[src/rtl/fg_pkg.sv]
package fg_pkg;

   typedef enum logic [1:0] {
      FG_RUN   = 2'd0,
      FG_COOL  = 2'd1,
      FG_LATCH = 2'd2
   } fg_state_e;

endpackage

[src/rtl/fg_shared_tally.sv]
module fg_shared_tally #(
   parameter int NCH      = 2,
   parameter int CNT_W    = 4,
   parameter bit CLR_IDLE = 1'b1
) (
   input  logic             clk_i,
   input  logic             por_n_i,
   input  logic             en_i,
   input  logic             clr_i,
   input  logic [NCH-1:0]   hits_i,
   output logic             ovf_o,
   output logic [CNT_W-1:0] cnt_o
);

   localparam int SUM_W = CNT_W + $clog2(NCH + 1);
   localparam logic [SUM_W-1:0] TOPV = SUM_W'((1 << CNT_W) - 1);

   logic [SUM_W-1:0] add_w;
   logic [SUM_W-1:0] sum_w;
   logic [CNT_W-1:0] idle_val;
   logic [CNT_W-1:0] cnt_q;

   always_comb begin
      add_w = '0;
      for (int i = 0; i < NCH; i++) begin
         add_w = add_w + SUM_W'(hits_i[i]);
      end
      sum_w = SUM_W'(cnt_q) + add_w;
   end

   generate
      if (CLR_IDLE) begin : g_clear_idle
         assign idle_val = '0;
      end else begin : g_hold_idle
         assign idle_val = cnt_q;
      end
   endgenerate

   assign ovf_o = en_i && (add_w != '0) && (sum_w >= TOPV);

   always_ff @(posedge clk_i or negedge por_n_i) begin
      if (!por_n_i) begin
         cnt_q <= '0;
      end else if (clr_i) begin
         cnt_q <= '0;
      end else if (en_i) begin
         if (add_w == '0) begin
            cnt_q <= idle_val;
         end else if (ovf_o) begin
            cnt_q <= TOPV[CNT_W-1:0];
         end else begin
            cnt_q <= sum_w[CNT_W-1:0];
         end
      end
   end

   assign cnt_o = cnt_q;

   // a tally that is neither enabled nor cleared keeps its value
   a_r2_hold_without_strobe: assert property (@(posedge clk_i) disable iff (!por_n_i)
      (!en_i && !clr_i) |=> $stable(cnt_o));

   // a clear always lands at zero
   a_r4_clear_to_zero: assert property (@(posedge clk_i) disable iff (!por_n_i)
      clr_i |=> (cnt_o == '0));

endmodule

[src/rtl/fg_cool_timer.sv]
module fg_cool_timer #(
   parameter int COOL_STB = 4000
) (
   input  logic clk_i,
   input  logic por_n_i,
   input  logic run_i,
   input  logic stb_i,
   output logic done_o
);

   localparam int TW = $clog2(COOL_STB + 1);
   localparam logic [TW-1:0] LAST = TW'(COOL_STB - 1);

   logic [TW-1:0] cnt_q;

   always_ff @(posedge clk_i or negedge por_n_i) begin
      if (!por_n_i) begin
         cnt_q <= '0;
      end else if (!run_i) begin
         cnt_q <= '0;
      end else if (stb_i) begin
         cnt_q <= cnt_q + TW'(1);
      end
   end

   assign done_o = run_i && stb_i && (cnt_q == LAST);

   // the count never runs past the last strobe of the window
   a_r5_timer_in_range: assert property (@(posedge clk_i) disable iff (!por_n_i)
      run_i |-> (cnt_q <= LAST));

endmodule

[src/rtl/dual_fault_sequencer.sv]
module dual_fault_sequencer #(
   parameter int NCH      = 2,
   parameter int CNT_W    = 4,
   parameter int COOL_STB = 4000
) (
   input  logic           clk_i,
   input  logic           por_n_i,
   input  logic           stb_i,
   input  logic [NCH-1:0] oc_i,
   input  logic [NCH-1:0] uv_i,
   input  logic           hot_i,
   output logic           shut_o,
   output logic           restart_o,
   output logic           latched_o
);
   import fg_pkg::*;

   generate
      if (NCH < 1 || CNT_W < 2 || COOL_STB < 1) begin : g_bad_cfg
         $error("dual_fault_sequencer: NCH >= 1, CNT_W >= 2 and COOL_STB >= 1 are required");
      end
   endgenerate

   fg_state_e        st_q;
   fg_state_e        st_d;
   logic             restart_q;
   logic             in_run;
   logic             in_cool;
   logic             tally_en;
   logic             oc_ovf;
   logic             uv_ovf;
   logic             go_latch;
   logic             go_cool;
   logic             cool_done;
   logic [CNT_W-1:0] oc_cnt;
   logic [CNT_W-1:0] uv_cnt;

   assign in_run   = (st_q == FG_RUN);
   assign in_cool  = (st_q == FG_COOL);
   assign tally_en = stb_i && in_run;
   assign go_latch = hot_i || uv_ovf;
   assign go_cool  = oc_ovf && !go_latch;

   fg_shared_tally #(.NCH(NCH), .CNT_W(CNT_W), .CLR_IDLE(1'b1)) u_oc_tally (
      .clk_i   (clk_i),
      .por_n_i (por_n_i),
      .en_i    (tally_en),
      .clr_i   (go_cool),
      .hits_i  (oc_i),
      .ovf_o   (oc_ovf),
      .cnt_o   (oc_cnt)
   );

   fg_shared_tally #(.NCH(NCH), .CNT_W(CNT_W), .CLR_IDLE(1'b1)) u_uv_tally (
      .clk_i   (clk_i),
      .por_n_i (por_n_i),
      .en_i    (tally_en),
      .clr_i   (go_cool),
      .hits_i  (uv_i),
      .ovf_o   (uv_ovf),
      .cnt_o   (uv_cnt)
   );

   fg_cool_timer #(.COOL_STB(COOL_STB)) u_cool (
      .clk_i   (clk_i),
      .por_n_i (por_n_i),
      .run_i   (in_cool),
      .stb_i   (stb_i),
      .done_o  (cool_done)
   );

   always_comb begin
      st_d = st_q;
      if (st_q == FG_LATCH) begin
         st_d = FG_LATCH;
      end else if (go_latch) begin
         st_d = FG_LATCH;
      end else if (in_run && go_cool) begin
         st_d = FG_COOL;
      end else if (in_cool && cool_done) begin
         st_d = FG_RUN;
      end
   end

   always_ff @(posedge clk_i or negedge por_n_i) begin
      if (!por_n_i) begin
         st_q      <= FG_RUN;
         restart_q <= 1'b0;
      end else begin
         st_q      <= st_d;
         restart_q <= in_cool && cool_done && !hot_i;
      end
   end

   assign shut_o    = (st_q != FG_RUN);
   assign latched_o = (st_q == FG_LATCH);
   assign restart_o = restart_q;

   // the restart request is a single clock wide
   a_r5_restart_single: assert property (@(posedge clk_i) disable iff (!por_n_i)
      restart_o |=> !restart_o);

   // a restart request comes out of cool-down, with the channels released
   a_r5_restart_after_cool: assert property (@(posedge clk_i) disable iff (!por_n_i)
      restart_o |-> (!shut_o && $past(shut_o)));

   // an unlatched shutdown only begins on a strobe
   a_r4_shut_on_strobe: assert property (@(posedge clk_i) disable iff (!por_n_i)
      ($rose(shut_o) && !latched_o) |-> $past(stb_i));

   // latched-off persists until power-on reset
   a_r9_latch_sticky: assert property (@(posedge clk_i) disable iff (!por_n_i)
      latched_o |=> latched_o);

   // latched-off always implies shutdown
   a_r9_latch_implies_shut: assert property (@(posedge clk_i) disable iff (!por_n_i)
      latched_o |-> shut_o);

   // an over-temperature flag latches the block on the next clock
   a_r10_hot_latches: assert property (@(posedge clk_i) disable iff (!por_n_i)
      hot_i |=> latched_o);

   // the tallies stay frozen during cool-down
   a_r6_frozen_in_cool: assert property (@(posedge clk_i) disable iff (!por_n_i)
      (in_cool && $past(in_cool)) |-> (oc_cnt == '0 && uv_cnt == '0));

endmodule

[config.mk]
export PLATFORM = sky130hd
export DESIGN_NAME = dual_fault_sequencer
export DESIGN_NICKNAME = d
export VERILOG_FILES = /design/src/rtl/fg_pkg.sv /design/src/rtl/fg_shared_tally.sv /design/src/rtl/fg_cool_timer.sv /design/src/rtl/dual_fault_sequencer.sv
export SDC_FILE = /design/constraint.sdc
export NUM_CORES = 1
export LEC_CHECK = 0
export CAP_MARGIN = 40
export CORE_MARGIN = 5
export CORE_UTILIZATION = 40
export CTS_CLUSTER_SIZE = 14
export DETAILED_ROUTE_END_ITERATION = 12
export PLACE_DENSITY = 0.59
export SLEW_MARGIN = 20
export SYNTH_ARGS = -nofsm -noshare
export SYNTH_HDL_FRONTEND = slang
export SYNTH_HIERARCHICAL = 1
export SYNTH_SLANG_ARGS = --single-unit
[constraint.sdc]
create_clock -name clk_i -period 2.9 [get_ports clk_i]
set_input_delay 0.725 -clock clk_i [delete_from_list [all_inputs] [get_ports clk_i]]
set_output_delay 0.725 -clock clk_i [all_outputs]
set_load 0.03 [all_outputs]
# Yosys cells after proc, flatten, opt, wreduce, memory -nomap -nowiden
# Cells that the tools add are included.
# word_totals
register_bits	23
latchBits	0
ram_bits	0
romBits	0
in_bits	8
elab_cells	52
mem_count	0
# classes
addsub	5
mul	0
div	0
magnitude_cmp	2
n_eq_ne	4
n_shift	0
n_mux	14
bitwise	0
reduce_logical	22
# ops
cell	n
$mux W4	8
$mux W12	2
$add A12 B1 Y12 const B	1
$add A4 B6 Y6	2
$eq A12 B12 Y1 const B	1
$ge A6 B4 Y1 const B	2
$logic_not A6 Y1	2
$reduce_bool A6 Y1	2
$logic_and A1 B1 Y1	11
$mux W2	4
$add A1 B1 Y2	2
$reduce_bool A2 Y1	2
$reduce_bool A4 Y1	1
$eq A2 B1 Y1 const B	1
$eq A2 B2 Y1 const B	1
$logic_not A1 Y1	2
$logic_not A2 Y1	1
$ne A2 B2 Y1 const B	1
$logic_or A1 B1 Y1	1

# Logic depth before layout (Yosys ltp)
# Gate-level depths: netlist (run 1).
# depth
ltp_word	11
depth_mapped	10
mapped_depth_nobuf	10

# Modules after synthesis
# The synthesis (run 1) kept the hierarchy.
# by_module_without_submodules
module	n_inst	cells_each	area_per_inst_um2
fg_shared_tally	2	38	345.3
fg_cool_timer	1	62	618.1
dual_fault_sequencer	1	14	167.7

# Worst setup path before layout (run 1)
# Ideal clock, no wire load.
# synth_timing
path_type	input to register
from	input oc_i[0]
to	register u_oc_tally.cnt_q[0] (netlist: u_oc_tally/cnt_o[0])
setup_ns	0.121
t_arrival_ns	3.343
required_ns	2.779
setup_slack_ns	-0.564
path_stages	10
path_cell_list	inv_1 -> ha_1 -> ha_1 -> fa_1 -> inv_1 -> or3_1 -> o32ai_1 -> nor3b_1 -> nor2_1 -> a22o_1
# synth_lines
item	line	source
start: declaration	dual_fault_sequencer.sv:9	input logic [NCH-1:0] oc_i,
$add A1 B1 Y2 (*)	fg_shared_tally.sv:26	add_w = add_w + SUM_W'(hits_i[i]);
$add A4 B6 Y6 / $reduce_bool A6 Y1 (equally long branches)	fg_shared_tally.sv:28, fg_shared_tally.sv:39	
$ge A6 B4 Y1 / $logic_and A1 B1 Y1 (equally long branches)	fg_shared_tally.sv:39	assign ovf_o = en_i && (add_w != '0) && (sum_w >= TOPV);
$logic_and A1 B1 Y1 (*)	fg_shared_tally.sv:39	
via oc_ovf	dual_fault_sequencer.sv:30	logic oc_ovf;
$logic_and A1 B1 Y1 (*)	dual_fault_sequencer.sv:42	assign go_cool = oc_ovf && !go_latch;
via go_cool	dual_fault_sequencer.sv:33	logic go_cool;
$mux W4 / $reduce_bool A2 Y1 (equally long branches)	--	
end signal: assignment	fg_shared_tally.sv:48	cnt_q <= idle_val;
end signal: assignment	fg_shared_tally.sv:50	cnt_q <= TOPV[CNT_W-1:0];
end signal: assignment	fg_shared_tally.sv:52	cnt_q <= sum_w[CNT_W-1:0];
end: declaration	fg_shared_tally.sv:21	logic [CNT_W-1:0] cnt_q;
# The timed path passes the listed nets; every way through them passes the cells marked *. The select of a mux whose other input is x is not followed.
# A chain may end at the register's enable or synchronous reset.

# Worst setup path after layout (run 1)
# Same ends and word-level chain as after synthesis.

==> results.sh, run 1 <==
export IMPL_ff2ff_setup_slack_ns=0.37
export IMPL_drc=0
export IMPL_worstMarginPinSlew_ns=0.480
export IMPL_finalWirelength_um=3490
export IMPL_rr_startpoint="u_oc_tally/cnt_o[0]"
export IMPL_layout_area_seq_sq_um=576
export IMPL_ys_flop_type="dfrtp_1"
export IMPL_max_freq_ghz=0.347
export IMPL_required_ns=3.05
export IMPL_synth_edf_count=0
export IMPL_cts_tree="built"
export IMPL_grt_max_degree=24
export IMPL_diodes=0
export IMPL_start_util_pct=40.9
export IMPL_setup_viol_count_final=0
export IMPL_rr_worst_depth=8
export IMPL_synth_nets=171
export IMPL_place_gp_congestion=0.816
export IMPL_async_flop_share_pct=100
export IMPL_multi_input_area_sq_um=963
export IMPL_rsz0062_at_grt="yes"
export IMPL_fin_setup_tns_ns=0
export IMPL_synth_top_area_cell="dfrtp_1"
export IMPL_p_leak_nw=0.898
export IMPL_rr_endpoint="u_oc_tally/cnt_o[0]"
export IMPL_synth_cells=152
export IMPL_drive_above_1_share_pct=38.8
export IMPL_grt_pass1_vias=1339
export IMPL_synth_seq_cells=23
export IMPL_synth_top_cell_area_share_pct=39.0
export IMPL_fillers=309
export IMPL_synth_warnings=6
export IMPL_hp_class="reg -> reg"
export IMPL_vdd_ir_drop_max_mv=0.141
export IMPL_cp_arrival_ns=3.03
export IMPL_clk_pin_slew_ns=0.09
export IMPL_htree_levels=1
export IMPL_startpoint_type="input port"
export IMPL_portBuffers=10
export IMPL_fin_crit_sh_pct=99.3
export IMPL_path_cells="buf_8, inv_4, ha_4, ha_4, fa_1, inv_2, or3_4, o32ai_4, nor3b_4, nor2_1, a22o_1"
export IMPL_drt_iter0_drc=82
export IMPL_slew_headroom_pct=67.7
export IMPL_syn_area_per_cell_sq_um=9.71
export IMPL_critPathLaunch="oc_i[0]"
export IMPL_finalClockSkew_ns=0.00577
export IMPL_critPathCaptureType="flop"
export IMPL_cap_violations=0
export IMPL_dp_slack_ns=-0.848
export IMPL_synth_commonest_cells="23 x dfrtp_1, 13 x a21oi_1, 13 x inv_1"
export IMPL_syn_to_final_growth_pct=42.8
export IMPL_cpLargestDelayFamily="adder cells"
export IMPL_dr_pass1_iters=4
export IMPL_syn_area_sq_mm=0.00148
export IMPL_cts_buffers=3
export IMPL_dieArea_sq_mm=0.00501
export IMPL_pin_count=11
export IMPL_final_nets=221
export IMPL_whs_ns=0.561
export IMPL_worst_slack_ns=0.0203
export IMPL_powerDensity_mw_per_mm2=334
export IMPL_insertion_delay_ns=0.26
export IMPL_viasPerCell=5.37
export IMPL_final_hold_violation_count=0
export IMPL_endpoint="u_oc_tally/cnt_o[0]"
export IMPL_grt_first_pass_wirelength_um=6200
export IMPL_cp_slowest_cell="fa_1"
export IMPL_fp_coreArea_sq_mm=0.00361
export IMPL_synth_most_common_cell="dfrtp_1"
export IMPL_path_buf_inv=3
export IMPL_yosysUniqueCellTypes=39
export IMPL_root_buffer="clkbuf_8"
export IMPL_outcome="complete, no violations"
export IMPL_rows=22
export IMPL_crit_top_cell="ha_4"
export IMPL_cts_path_max_buffers=2
export IMPL_die_w_um=70.8
export IMPL_grt_ovfl_total=0
export IMPL_antenna_found_initial=0
export IMPL_route_detailed_wl_per_inst_um=14.0
export IMPL_ant_nets=0
export IMPL_die_y_um=70.8
export IMPL_cp_max_fo=5
export IMPL_synth_top_cells_by_area="dfrtp_1 39%, ha_1 7.6%, a21oi_1 4.4%"
export IMPL_yosysSeqAreaShare_pct=39.0
export IMPL_grtUsageTotal_pct=15.1
export IMPL_post_route_min_period_ns=2.88
export IMPL_clock_sinks=23
export IMPL_cp_depth=11
export IMPL_num_vias=1338
export IMPL_dp_final_hpwl_um=2420
export IMPL_report_final_slew_viol_count=0
export IMPL_slowest_delay_ns=0.49
export IMPL_worstSetupPathType="in -> reg"
[worst min-delay path, stage by stage, from the launching register on]
cell and delay [ns]:
dfrtp_1 0.40, o31ai_1 0.07, a21oi_1 0.06
[through the flow]
step / cells / util (%) / area, sq um / power (W)
2_1_floorplan: 152 / - / 1540 / 0.000384
3_3_place_gp: 227 / 50.9 / 1840 / 0.000429
3_5_place_dp: 227 / 50.9 / 1840 / 0.000432
4_1_cts: 249 / 57.3 / 2070 / 0.000694
5_1_grt: 249 / 58.5 / 2110 / 0.000747
6_report: 249 / 58.5 / 2110 / 0.000703
[cell usage in the layout, fill, tap and decap left out, drive strengths merged, types with 5 or more instances in the layout]
cell / n
ha: 9
nand4: 5
a21oi: 13
inv: 13
nor2: 8
buf: 44
nand3: 6
or3: 6
clkdlybuf4s50: 6
nand2: 8
dfrtp: 23
[routing by layer]
| metal | vias up | global-route usage (%) | share of wire [%] |
|---|---|---|---|
| li1 | 653 | - | - |
| met1 | 643 | 19.6 | 44 |
| met2 | 34 | 24.9 | 49 |
| met3 | 8 | 2.70 | 4.5 |
| met4 | 0 | 5.64 | 2.5 |
| met5 | - | 0 | 0 |
[final cells by class]
cell class                 instances  area share [%]
clock buffer                       3            1.96
clock inverter                     1           0.356
inverter                          13            3.03
multi-input combinational        111            45.7
sequential                        23            27.3
tap                               48            2.85
timing repair buffer              50            18.8
[how the worst min path moves through the flow]
stage / slack [ns] / startpoint / end / depth (start not counted)
floorplan: 0.43 / por_n_i / restart_o / 0
global placement: 0.51 / u_uv_tally/cnt_o[0] / u_uv_tally/cnt_o[0] / 1
detailed placement: 0.52 / u_uv_tally/cnt_o[0] / u_uv_tally/cnt_o[0] / 1
CTS: 0.56 / u_cool/cnt_q[10] / u_cool/cnt_q[10] / 2
global route: 0.58 / u_cool/cnt_q[10] / u_cool/cnt_q[10] / 2
finish: 0.56 / u_cool/cnt_q[11] / u_cool/cnt_q[11] / 2
[state kept, by name (all words and copies together), names as in the netlist]
name / flops
st_q: 2
restart_o: 1
u_oc_tally/cnt_o: 4
u_uv_tally/cnt_o: 4
u_cool/cnt_q: 12
[where the power goes]
| part | switching, W | internal [W] | leakage (nW) |
|---|---|---|---|
| combinational | 0.0000667 | 0.000101 | 0.562 |
| sequential | 0.00000702 | 0.000325 | 0.314 |
| clock | 0.000106 | 0.0000970 | 0.0217 |
[cells by family (layout without fill, tap and decap cells)]
family	after synthesis	in the layout	synth area share, %
adder cells (fa/ha/maj)	11	11	10.3
multiplexers	1	1	0.678
flip-flops	23	23	39.0
XOR/XNOR	6	6	3.56
buffers and inverters	18	67	5.25
AND/OR/NAND/NOR	52	52	21.9
AO/OA/AOI/OAI	41	41	19.3
[repair_timing]
item	in CTS	in global routing
hold buffers	0	0
resized for setup	29	13
pin swaps	11	3
hold endpoints to repair	0	0
buffers inserted	18	1
endpoints found under the setup margin	10	8
gates cloned	0	0
Note: power is estimated with default switching activity, not from simulation.
==> inputs of run 2 (changes only) <==
--- a/config.mk
+++ b/config.mk
@@ -16,3 +16,4 @@
 export SYNTH_HDL_FRONTEND = slang
 export SYNTH_HIERARCHICAL = 1
 export SYNTH_SLANG_ARGS = --single-unit
+export TNS_END_PERCENT = 100
==> results of run 2 <==
Same layout as run 1: the final DEF is identical, and so are final timing and power.
==> inputs of run 3 (changes only) <==
--- a/config.mk
+++ b/config.mk
@@ -10,10 +10,9 @@
 export CORE_UTILIZATION = 40
 export CTS_CLUSTER_SIZE = 14
 export DETAILED_ROUTE_END_ITERATION = 12
-export PLACE_DENSITY = 0.59
+export PLACE_DENSITY = 0.6
 export SLEW_MARGIN = 20
 export SYNTH_ARGS = -nofsm -noshare
 export SYNTH_HDL_FRONTEND = slang
-export SYNTH_HIERARCHICAL = 1
 export SYNTH_SLANG_ARGS = --single-unit
 export TNS_END_PERCENT = 100
==> constraint.sdc (replaced) <==
create_clock -name clk_i -period 2.38 [get_ports clk_i]
set_input_delay 0.595 -clock clk_i [delete_from_list [all_inputs] [get_ports clk_i]]
set_output_delay 0.595 -clock clk_i [all_outputs]
set_load 0.03 [all_outputs]
==> run 3 against run 2 <==
Net effect:
- the run now ends with negative setup slack left
- sequential share of layout area increased by 2.9 points
- setup slack got worse by 0.20 ns
- total power rose by 15%
- combinational power grew 28%
- die area shrank 4.5%
- flip-flop and latch count unchanged
- via count decreased by 15%
- clock-buffer cell count unchanged
- global-route usage shrank 2.3 points
- utilization down 1.9 points
- critical path depth fell by 1
==> results.sh, run 3 <==
export IMPL_synth_commonest_cells="23 x dfrtp_1, 17 x nor2_1, 9 x ha_1"
export IMPL_worst_slack_ns=-0.181
export IMPL_seq_power_share_pct=51.8
export IMPL_synth_nets=161
export IMPL_p_switching_w=0.000224
export IMPL_finalClockSkew_ns=0.0103
export IMPL_rr_endpoint="u_oc_tally.cnt_o[2]"
export IMPL_critPathCaptureType="flop"
export IMPL_dp_cells=214
export IMPL_finalPower_w=0.000812
export IMPL_synth_most_common_cell="dfrtp_1"
export IMPL_finalWirelength_um=2910
export IMPL_viasPerCell=5.14
export IMPL_pin_count=11
export IMPL_synth_top_area_cell="dfrtp_1"
export IMPL_critPathLaunch="oc_i[0]"
export IMPL_synthAdderAreaFrac_pct=10.9
export IMPL_synth_mux_area_share_pct=0.715
export IMPL_fin_setup_tns_ns=-1.34
export IMPL_rsz0062_at_grt="yes"
export IMPL_synth_seq_cells=23
export IMPL_grt_pass1_vias=1208
export IMPL_final_nets=196
export IMPL_dr_pass1_iters=4
export IMPL_cp_arrival_ns=2.77
export IMPL_diodes=0
export IMPL_largest_register="u_cool.cnt_q"
export IMPL_startpoint_type="input port"
export IMPL_syn_to_final_growth_pct=35.9
export IMPL_grt_ovfl_total=0
export IMPL_required_ns=2.59
export IMPL_synth_xor_area_share_pct=5.63
export IMPL_worstSetupPathType="in -> reg"
export IMPL_p_sw_share_pct=27.6
export IMPL_rr_worst_depth=7
export IMPL_endpoint="u_oc_tally.cnt_o[2]"
export IMPL_async_flop_share_pct=100
export IMPL_p_leak_nw=0.803
export IMPL_route_detailed_wl_per_inst_um=13.1
export IMPL_layout_commonest_cell="dfrtp_1"
export IMPL_p_int_w=0.000588
export IMPL_synth_compound_area_share_pct=14.7
export IMPL_whs_ns=0.556
export IMPL_ant_nets=0
export IMPL_htree_levels=1
export IMPL_final_hold_violation_count=0
export IMPL_yosys_area_share_simple_pct=23.2
export IMPL_clock_sinks=23
export IMPL_hp_class="reg -> reg"
export IMPL_cts_buffers=3
export IMPL_drive_above_1_share_pct=31.3
export IMPL_portBuffers=10
export IMPL_fin_crit_sh_pct=108
export IMPL_post_route_min_period_ns=2.56
export IMPL_powerDensity_mw_per_mm2=427
export IMPL_final_cell_mix="23 x dfrtp_1, 22 x buf_4, 17 x nor2_1"
export IMPL_drc=0
export IMPL_yosysUniqueCellTypes=40
export IMPL_cap_violations=0
export IMPL_synth_warnings=0
export IMPL_vdd_ir_drop_max_mv=0.269
export IMPL_instances_no_fill=222
export IMPL_slew_headroom_pct=76.8
export IMPL_yosysSeqAreaShare_pct=41.1
export IMPL_grt_max_degree=24
export IMPL_setup_viol_count_final=10
export IMPL_ys_flop_type="dfrtp_1"
export IMPL_outcome="finished with violations"
export IMPL_clock_power_share_pct=21.7
export IMPL_report_final_slew_viol_count=0
export IMPL_rr_startpoint="u_oc_tally.cnt_o[0]"
export IMPL_insertion_delay_ns=0.31
export IMPL_synth_top_cell_area_share_pct=41.1
export IMPL_cts_path_max_buffers=2
export IMPL_worstMarginPinSlew_ns=0.347
export IMPL_largest_reg_flops=12
export IMPL_comb_power_share_pct=26.5
export IMPL_cp_max_fo=6
export IMPL_fp_coreArea_sq_mm=0.00336
export IMPL_violations="negative setup slack"
export IMPL_antenna_found_initial=0
export IMPL_die_y_um=69.2
export IMPL_ff2ff_setup_slack_ns=-0.01
export IMPL_max_freq_ghz=0.390
export IMPL_num_vias=1142
export IMPL_grt_first_pass_wirelength_um=5150
export IMPL_drt_iter0_drc=51
export IMPL_dieArea_sq_mm=0.00478
export IMPL_synth_edf_count=0
export IMPL_root_buffer="clkbuf_4"
export IMPL_synth_cells=142
export IMPL_clk_pin_slew_ns=0.13
export IMPL_place_gp_congestion=0.766
export IMPL_synth_top_family_by_area="simple AND/OR/NAND/NOR gates"
export IMPL_dp_final_hpwl_um=2170
export IMPL_syn_area_sq_mm=0.00140
export IMPL_rows=21
export IMPL_die_w_um=69.2
export IMPL_syn_area_per_cell_sq_um=9.86
export IMPL_synth_top_cells_by_area="dfrtp_1 41%, ha_1 8.0%, nor2_1 4.6%"
export IMPL_cts_tree="built"
export IMPL_grtUsageTotal_pct=12.8
export IMPL_start_util_pct=41.6
run 3: area by class of cell:
cell class | instances | area, sq um
Clock buffer | 3 | 22.5
Clock inverter | 1 | 5.00
Fill cell | 314 | 1460
Inverter | 8 | 50.0
Multi-Input combinational cell | 107 | 885
Sequential cell | 23 | 576
Tap cell | 46 | 57.6
Timing Repair Buffer | 34 | 308
run 3: metrics by stage:
step / setup slack [ns] / utilization [%] / instance area [sq um]
after floorplan: -0.401 / - / 1480
after global placement: -1.11 / 52.4 / 1760
after detailed placement: -1.16 / 52.4 / 1760
after CTS: -0.203 / 55.6 / 1870
after global routing: -0.242 / 56.6 / 1900
final: -0.181 / 56.6 / 1900
run 3: routing by layer:
| layer | track usage [%] | vias up | part of all wire, % |
|---|---|---|---|
| met1 | 15.0 | 547 | 44 |
| li1 | - | 578 | - |
| met5 | 0 | - | 0 |
| met4 | 3.04 | 0 | 0.82 |
| met2 | 23.1 | 13 | 53 |
| met3 | 3.34 | 4 | 2.7 |
run 3: worst min path at each step:
stage                              from                   to  slack (ns)  depth (start not counted)
global placement    u_uv_tally.cnt_o[1]  u_uv_tally.cnt_o[1]        0.52                          2
finish                 u_cool.cnt_q[10]     u_cool.cnt_q[10]        0.56                          2
global route        u_uv_tally.cnt_o[1]  u_uv_tally.cnt_o[1]        0.59                          2
floorplan                       por_n_i            restart_o        0.30                          0
detailed placement              st_q[1]              st_q[1]        0.54                          1
CTS                 u_uv_tally.cnt_o[1]  u_uv_tally.cnt_o[1]        0.55                          2
run 3: repair_timing:
item	CTS	global route
endpoints found under the setup margin	10	10
buffers inserted	4	0
hold endpoints to repair	0	0
gates resized for setup	35	5
hold buffers	0	0
pin swaps	21	3
run 3: power groups by stage:
stage / clock (W) / combinational, W / sequential (W)
6_report: 0.000176 / 0.000215 / 0.000420
2_1_floorplan: 0 / 0.000105 / 0.000422
4_1_cts: 0.000186 / 0.000196 / 0.000420
3_3_place_gp: 0 / 0.000170 / 0.000426
5_1_grt: 0.000204 / 0.000236 / 0.000423
3_5_place_dp: 0 / 0.000178 / 0.000427
run 3: worst max-delay path: stages:
cell and delay [ns]:
buf_8 0.10, inv_4 0.05, ha_4 0.20, ha_4 0.16
fa_2 0.55, and4bb_2 0.23, nand3_2 0.10, a2111oi_4 0.45
nand2b_4 0.11, a32o_1 0.23
run 3: cell families (layout without fill, tap and decap cells):
| logic type | after synthesis | count (layout) |
|---|---|---|
| adders and majority gates | 11 | 11 |
| DFF | 23 | 23 |
| AOI/OAI and AO/OA | 26 | 26 |
| buffers and inverters | 12 | 46 |
| muxes | 1 | 1 |
| and+or+nand+nor | 60 | 60 |
| xor gates and xnor gates | 9 | 9 |
